File: config.mk
export PLATFORM = sky130hd
export DESIGN_NAME = sdram_burst_colgen
export DESIGN_NICKNAME = d
export VERILOG_FILES = /design/src/rtl/colgen_pkg.sv /design/src/rtl/colgen_cfg_decode.sv /design/src/rtl/colgen_beat_ctrl.sv /design/src/rtl/colgen_addr_map.sv /design/src/rtl/sdram_burst_colgen.sv
export SDC_FILE = /design/constraint.sdc
export NUM_CORES = 1
export LEC_CHECK = 0
export BUFFER_PORTS_ARGS = -buffer_cell sky130_fd_sc_hd__buf_4
export CAP_MARGIN = 20
export CORE_UTILIZATION = 45
export DETAILED_ROUTE_END_ITERATION = 10
export PLACE_DENSITY = 0.67
export REMOVE_ABC_BUFFERS = 1
export SYNTH_ARGS = -nofsm -noshare
export SYNTH_HDL_FRONTEND = slang
export SYNTH_SLANG_ARGS = --single-unit
File: constraint.sdc
create_clock -name clk -period 2.85 [get_ports clk]
set_input_delay 0.1425 -clock clk [delete_from_list [all_inputs] [get_ports clk]]
set_output_delay 0.1425 -clock clk [all_outputs]
set_load 0.05 [all_outputs]
File: src/rtl/colgen_pkg.sv
package colgen_pkg;

  // burst-length codes that carry a fixed meaning
  localparam logic [2:0] BLC_MAX_FIXED = 3'd3;
  localparam logic [2:0] BLC_FULLPAGE  = 3'd7;

  typedef struct packed {
    logic [1:0] len_log2; // log2 of the fixed burst length
    logic       full;     // full-page burst
    logic       ilv;      // interleaved ordering in effect
    logic       err;      // illegal configuration seen
  } burst_cfg_t;

endpackage

File: src/rtl/colgen_cfg_decode.sv
module colgen_cfg_decode
  import colgen_pkg::*;
(
  input  logic [2:0] bl_code,
  input  logic       order_ilv,
  input  logic       is_write,
  input  logic       wr_single,
  output burst_cfg_t cfg
);

  always_comb begin
    cfg = '0;
    if (bl_code <= BLC_MAX_FIXED) begin
      cfg.len_log2 = bl_code[1:0];
    end else if (bl_code == BLC_FULLPAGE) begin
      cfg.full = 1'b1;
      cfg.err  = order_ilv;
    end else begin
      cfg.err  = 1'b1;
    end
    cfg.ilv = order_ilv & ~cfg.full;
    if (is_write && wr_single) begin
      cfg.len_log2 = 2'd0;
      cfg.full     = 1'b0;
    end
  end

endmodule

File: src/rtl/colgen_beat_ctrl.sv
module colgen_beat_ctrl #(
  parameter int COL_W = 10
) (
  input  logic             clk,
  input  logic             rst_n,
  input  logic             start,
  input  logic             burst_stop,
  input  logic             col_ready,
  input  logic             full_q,
  input  logic [COL_W-1:0] blk_mask,
  output logic             active,
  output logic [COL_W-1:0] beat_idx,
  output logic             last
);

  assign last = active & ~full_q & (beat_idx == blk_mask);

  always_ff @(posedge clk) begin
    if (!rst_n) begin
      active   <= 1'b0;
      beat_idx <= '0;
    end else if (start) begin
      active   <= 1'b1;
      beat_idx <= '0;
    end else if (active && burst_stop) begin
      active   <= 1'b0;
    end else if (active && col_ready) begin
      if (last) active <= 1'b0;
      else      beat_idx <= beat_idx + 1'b1;
    end
  end

endmodule

File: src/rtl/colgen_addr_map.sv
module colgen_addr_map #(
  parameter int COL_W = 10
) (
  input  logic [COL_W-1:0] base_col,
  input  logic [COL_W-1:0] beat_idx,
  input  logic [COL_W-1:0] blk_mask,
  input  logic             ilv,
  output logic [COL_W-1:0] col_addr
);

  logic [COL_W-1:0] seq_low;
  logic [COL_W-1:0] ilv_low;
  logic [COL_W-1:0] pick_low;

  assign seq_low  = base_col + beat_idx;
  assign ilv_low  = base_col ^ beat_idx;
  assign pick_low = ilv ? ilv_low : seq_low;

  // per bit: inside the block take the walked value, above it keep the start
  for (genvar b = 0; b < COL_W; b++) begin : g_merge
    assign col_addr[b] = blk_mask[b] ? pick_low[b] : base_col[b];
  end

endmodule

File: src/rtl/sdram_burst_colgen.sv
module sdram_burst_colgen
  import colgen_pkg::*;
#(
  parameter int COL_W = 10
) (
  input  logic             clk,
  input  logic             rst_n,
  input  logic             start,
  input  logic [COL_W-1:0] start_col,
  input  logic [2:0]       bl_code,
  input  logic             order_ilv,
  input  logic             wr_single,
  input  logic             is_write,
  input  logic             burst_stop,
  input  logic             col_ready,
  output logic             col_valid,
  output logic [COL_W-1:0] col_addr,
  output logic             col_last,
  output logic             cfg_err
);

  localparam logic [COL_W-1:0] ALL_ONES = '1;

  burst_cfg_t       cfg_new;
  burst_cfg_t       cfg_q;
  logic [COL_W-1:0] base_q;
  logic [COL_W-1:0] blk_mask;
  logic [COL_W-1:0] beat_idx;
  logic             active;

  colgen_cfg_decode u_dec (
    .bl_code   (bl_code),
    .order_ilv (order_ilv),
    .is_write  (is_write),
    .wr_single (wr_single),
    .cfg       (cfg_new)
  );

  always_ff @(posedge clk) begin
    if (!rst_n) begin
      cfg_q  <= '0;
      base_q <= '0;
    end else if (start) begin
      cfg_q  <= cfg_new;
      base_q <= start_col;
    end
  end

  always_comb begin
    if (cfg_q.full) blk_mask = ALL_ONES;
    else            blk_mask = COL_W'((1 << cfg_q.len_log2) - 1);
  end

  colgen_beat_ctrl #(.COL_W(COL_W)) u_beat (
    .clk        (clk),
    .rst_n      (rst_n),
    .start      (start),
    .burst_stop (burst_stop),
    .col_ready  (col_ready),
    .full_q     (cfg_q.full),
    .blk_mask   (blk_mask),
    .active     (active),
    .beat_idx   (beat_idx),
    .last       (col_last)
  );

  colgen_addr_map #(.COL_W(COL_W)) u_map (
    .base_col (base_q),
    .beat_idx (beat_idx),
    .blk_mask (blk_mask),
    .ilv      (cfg_q.ilv),
    .col_addr (col_addr)
  );

  assign col_valid = active;
  assign cfg_err   = cfg_q.err;

endmodule

Yosys cells after proc, flatten, opt, wreduce, memory -nomap -nowiden
Index checks and enable logic that the tools add are counted.

word-level totals
  bits in registers = 26
  latch bits = 0
  memory bits (writable) = 0
  ROM bits = 0
  input port bits = 21
  output and inout bits = 13
  logic and storage cells = 53
  memories kept = 0

cells by class
  $add $sub $neg = 3
  $mul = 0
  divide/modulo/power cells = 0
  magnitude comparators = 1
  eq/ne operators = 2
  shift-type cells = 1
  mux-type cells = 22
  bitwise gates (word level) = 9
  reduce and logical (&&, ||, !) cells = 8

operator list
  operator                 number
  $mux W10                 2
  $mux W1                  18
  $add A10 B1 Y10 const B  1
  $add A10 B10 Y10         1
  $eq A10 B10 Y1           1
  $shl A1 B2 Y10 const A   1
  $sub A10 B2 Y10 const B  1
  $xor A10 B10 Y10         1
  $reduce_bool A3 Y1       2
  $not A1 Y1               5
  $and A1 B1 Y1            3
  $eq A3 B3 Y1 const B     1
  $le A3 B2 Y1 const B     1
  $logic_and A1 B1 Y1      3
  $mux W3                  1
  $reduce_and A3 Y1        1
  $mux W2                  1
  $reduce_and A2 Y1        1
  $reduce_or A2 Y1         1

Longest topological paths before layout
  depth after elaboration = 9
  depth in mapped cells = 8
  mapped depth without buffers = 8

Cells and area by module
From an unflattened synthesis, not the netlist that was laid out.

unflattened totals
  cells, all modules = 240
  area, all modules = 1968.1 um^2

by module, submodules not included
  module              instances  cells an instance  area each (um^2)  sequential area each (um^2)
  colgen_beat_ctrl    1          81                 660.6             220.2
  sdram_burst_colgen  1          58                 640.6             300.3
  colgen_addr_map     1          93                 621.8             0.0
  colgen_cfg_decode   1          8                  45.0              0.0

Least setup slack after synthesis
No wires, ideal clock.

  kind = register -> output
  start point = register u_beat.beat_idx[0]
  end point = output col_addr[8]
  data arrival time = 2956 ps
  required time = 2707 ps
  setup slack = -248 ps
  stages on the path, launching flop included = 8
  path buffers = 0
  cells stage by stage = dfxtp_1 -> ha_1 -> inv_1 -> fa_1 -> nand2b_1 -> a211oi_1 -> nor3b_1 -> o311ai_0

on the way
  word-level cells in the longest chain between the ends = 3

ends and longest elaborated chain
  item                      RTL line                  RTL
  start: declaration        colgen_beat_ctrl.sv:12    output logic [COL_W-1:0] beat_idx,
  start signal: assignment  colgen_beat_ctrl.sv:29    else beat_idx <= beat_idx + 1'b1;
  $add A10 B10 Y10          colgen_addr_map.sv:15     assign seq_low = base_col + beat_idx;
  $mux W10                  colgen_addr_map.sv:17     assign pick_low = ilv ? ilv_low : seq_low;
  $mux W1                   colgen_addr_map.sv:21     assign col_addr[b] = blk_mask[b] ? pick_low[b] : base_col[b];
  end: declaration          sdram_burst_colgen.sv:17  output logic [COL_W-1:0] col_addr,

Every way passes these cells.

Worst setup path in the final report
  start point = register u_beat.beat_idx[0]
  end point = output col_addr[6]

The elaborated chain is that of the path after synthesis.

==> flow_summary.json <==
{
  "cts-htree-levels": 1,
  "synth_top_cell_by_area": "dfxtp_1",
  "initial_utilization": 0.4885,
  "place.gp.congestion": 0.8567,
  "detailedPlacementHpwl_um": 2967,
  "grt_pass1_wl_um": 7100,
  "final_nets": 281,
  "grt_pass1_vias": 1511,
  "drc": 0,
  "use_met1": 0.2939,
  "fillers": 368,
  "yosys_most_used_dff": "dfxtp_1",
  "synthTopCellsByCount": "dfxtp_1 (26), nor2_1 (19), a21oi_1 (16), nor2b_1 (14), mux2i_1 (11)",
  "stdcell_area_um2": 2203,
  "synth_top_area_frac": 0.2805,
  "synth_xor_area_frac": 0.05192,
  "wl_um": 4058,
  "antenna_found_initial": 0,
  "worst-r2r-cell-count": 5,
  "hold_viol": 0,
  "cts_hold_buf": 0,
  "hold_class": "input pin to flip-flop",
  "regToRegSetupSlack_ps": 870,
  "tns_ps": 0,
  "async_reset_ff_frac": 0,
  "worst-slew-pin-transition_ps": 534.8,
  "die_height_um": 66.22,
  "grt_max_degree": 20,
  "cts_root_buf": "clkbuf_8",
  "wire_per_inst_um": 13.71,
  "worstSetupPathType": "flip-flop to primary output",
  "die_w_um": 66.22,
  "multi_input_area_um2": 1265,
  "setup_violations": 0,
  "power_leakage_uw": 0.0009090,
  "synth_area_leaders": "dfxtp_1 (28%), ha_1 (6.7%), mux2i_1 (5.9%), nor2b_1 (4.7%), a21oi_1 (4.3%)",
  "grt_use_met2": 0.3329,
  "vias_per_cell": 5.480,
  "syn_area_um2": 1856,
  "post_dp_cell_area_um2": 2121,
  "dr.pass1.iters": 4,
  "numCtsBuffers": 3,
  "synth_compound_area_frac": 0.2016,
  "required_ps": 2710,
  "cp-start-kind": "flip-flop",
  "worstSkewPairLatency_ps": 280,
  "fp-row-count": 22,
  "min_from": "bl_code[1]",
  "path_max_fanout": 8,
  "dp.cells": 292,
  "layoutNonFillerInstCount": 296,
  "slew_headroom": 0.6430,
  "ys_seq_elements": 26,
  "whs_path_depth": 2,
  "io_pins": 34,
  "core_um2": 3799,
  "hold_ws_ps": 78.11,
  "cts_setup_buffers": 0,
  "maxCapViolations": 0,
  "min_to": "cfg_q[4]",
  "seq_area_frac_synth": 0.2805,
  "power_per_cell_area_nw_per_um2": 405.5,
  "grtUsageTotal": 0.2119,
  "syn-instance-count": 221,
  "drive_gt1_frac": 0.2097,
  "port_buffers": 33,
  "rsz0062_at_grt": "no",
  "yosysMostFrequentCell": "dfxtp_1",
  "yosys_warnings": 0,
  "cp-end-kind": "primary output",
  "register_area_um2": 521.8,
  "regToRegStartpoint": "cfg_q[2]",
  "gr-total-overflow": 0,
  "crit_arrival_ps": 2520,
  "finalMaxSlewViolations": 0,
  "synth-edff-count": 0,
  "status": "completed",
  "busiest_layer": "met2",
  "synth.area.mux_share": 0.07755,
  "skew_ps": 2.773,
  "antenna_cells": 0,
  "r2r-end": "u_beat.active",
  "ant_nets": 0,
  "drt_iter0_drc": 61,
  "synth_simple_gate_area_share": 0.2670,
  "dieArea_um2": 4384,
  "syn_to_final_growth_pct": 18.75,
  "vias": 1622,
  "postSynthAreaPerCell_um2": 8.396,
  "finalCritPeriodShare": 0.9326,
  "clock.fmax_ghz": 0.3762,
  "clkSinkCount": 26,
  "synthAdderAreaFrac": 0.07822,
  "clockBufferDepth": 2,
  "post-route-min-period_ps": 2658,
  "synth_top_family_by_area": "simple AND/OR/NAND/NOR gates",
  "vdd_drop_max_mv": 0.3304,
  "grt_util_met3": 0.04483,
  "cts_tree": "yes",
  "clkTransAtPathRegs_ps": 100,
  "synth_cell_types": 51
}
## critical path, cell delays in order, from the launching register on
cell and delay, ps:
dfxtp_2 400, ha_1 190, inv_1 60, fa_1 380, nand2b_1 170, a211oi_2 280, a32oi_1 160, xnor2_1 140
mux2_2 260, buf_4 190
## per-stage QoR
step	worst slack [ps]	total power, µW	util
floorplan	-246.3	513.8	-
global placement	339.0	580.4	0.5583
detailed placement	320.3	580.6	0.5583
CTS	80.17	894.0	0.5784
global route	20.70	931.9	0.5800
finish	192.2	893.6	0.5800
## area by class of cell
| class | count | area share |
|---|---|---|
| Clock buffer | 3 | 0.01874 |
| Clock inverter | 1 | 0.01363 |
| Inverter | 8 | 0.01363 |
| Multi-Input combinational cell | 176 | 0.5741 |
| Sequential cell | 26 | 0.2368 |
| Tap cell | 48 | 0.02726 |
| Timing Repair Buffer | 34 | 0.1158 |
## repair_timing
item / 4_1_cts / 5_1_grt
hold endpoints to repair: 0 / 0
endpoints found under the setup margin: 2 / 2
cloned: 0 / 0
resized for setup: 1 / 2
## worst max path at each step
stage | startpoint | end | slack (ps)
detailed placement | u_beat.beat_idx[0] | col_addr[8] | 320
global placement | u_beat.beat_idx[0] | col_addr[6] | 340
floorplan | u_beat.beat_idx[0] | col_addr[8] | -250
CTS | u_beat.beat_idx[0] | col_addr[8] | 80
global route | u_beat.beat_idx[0] | col_addr[6] | 20
finish | u_beat.beat_idx[0] | col_addr[6] | 190
## placed cells by master (no fill, tap or decap), types with 2 or more instances in the layout
master,Yosys,routed
buf_4,0,34
dfxtp_1,26,25
nor2_1,19,19
a21oi_1,16,16
nor2b_1,14,14
mux2i_1,11,11
nand2_1,10,10
ha_1,10,10
nand3_1,9,9
inv_1,8,8
nand2b_1,7,7
xnor2_1,6,6
nor3_1,5,5
o21ai_1,5,5
xor2_1,5,5
nand4_1,4,4
a211oi_1,5,4
or3_1,4,4
a21o_1,3,3
mux2_2,3,3
and3_1,3,3
clkbuf_8,0,3
o21a_1,2,2
a21bo_2,2,2
or2_2,2,2
a31oi_1,2,2
o21ai_0,2,2
o311ai_0,2,2
and2_1,2,2
and4_1,2,2
a22o_1,2,2
nand3b_1,2,2
## where the power goes
| part | switching [µW] | internal (µW) |
|---|---|---|
| Clock | 133 | 188 |
| Combinational | 105 | 76.3 |
| Sequential | 15.0 | 376 |
| Total | 253 | 640 |
## registers in the layout (all words and copies together), names as in the netlist
register,count
base_q,10
cfg_err,1
cfg_q,4
u_beat.active,1
u_beat.beat_idx,10
## per-layer routing
layer | up-vias | part of all wire
li1 | 850 | -
met1 | 735 | 0.49
met2 | 33 | 0.45
met3 | 4 | 0.047
met4 | 0 | 0.0084
met5 | - | 0
## kinds of logic (layout without fill, tap and decap cells)
group / Yosys count / in the layout
flops: 26 / 26
buf+inv: 19 / 46
xor+xnor: 11 / 11
mux: 14 / 14
fa+ha+maj: 11 / 11
simple gates: 88 / 88
compound gates: 52 / 52
(Power assumes the default switching activity.)
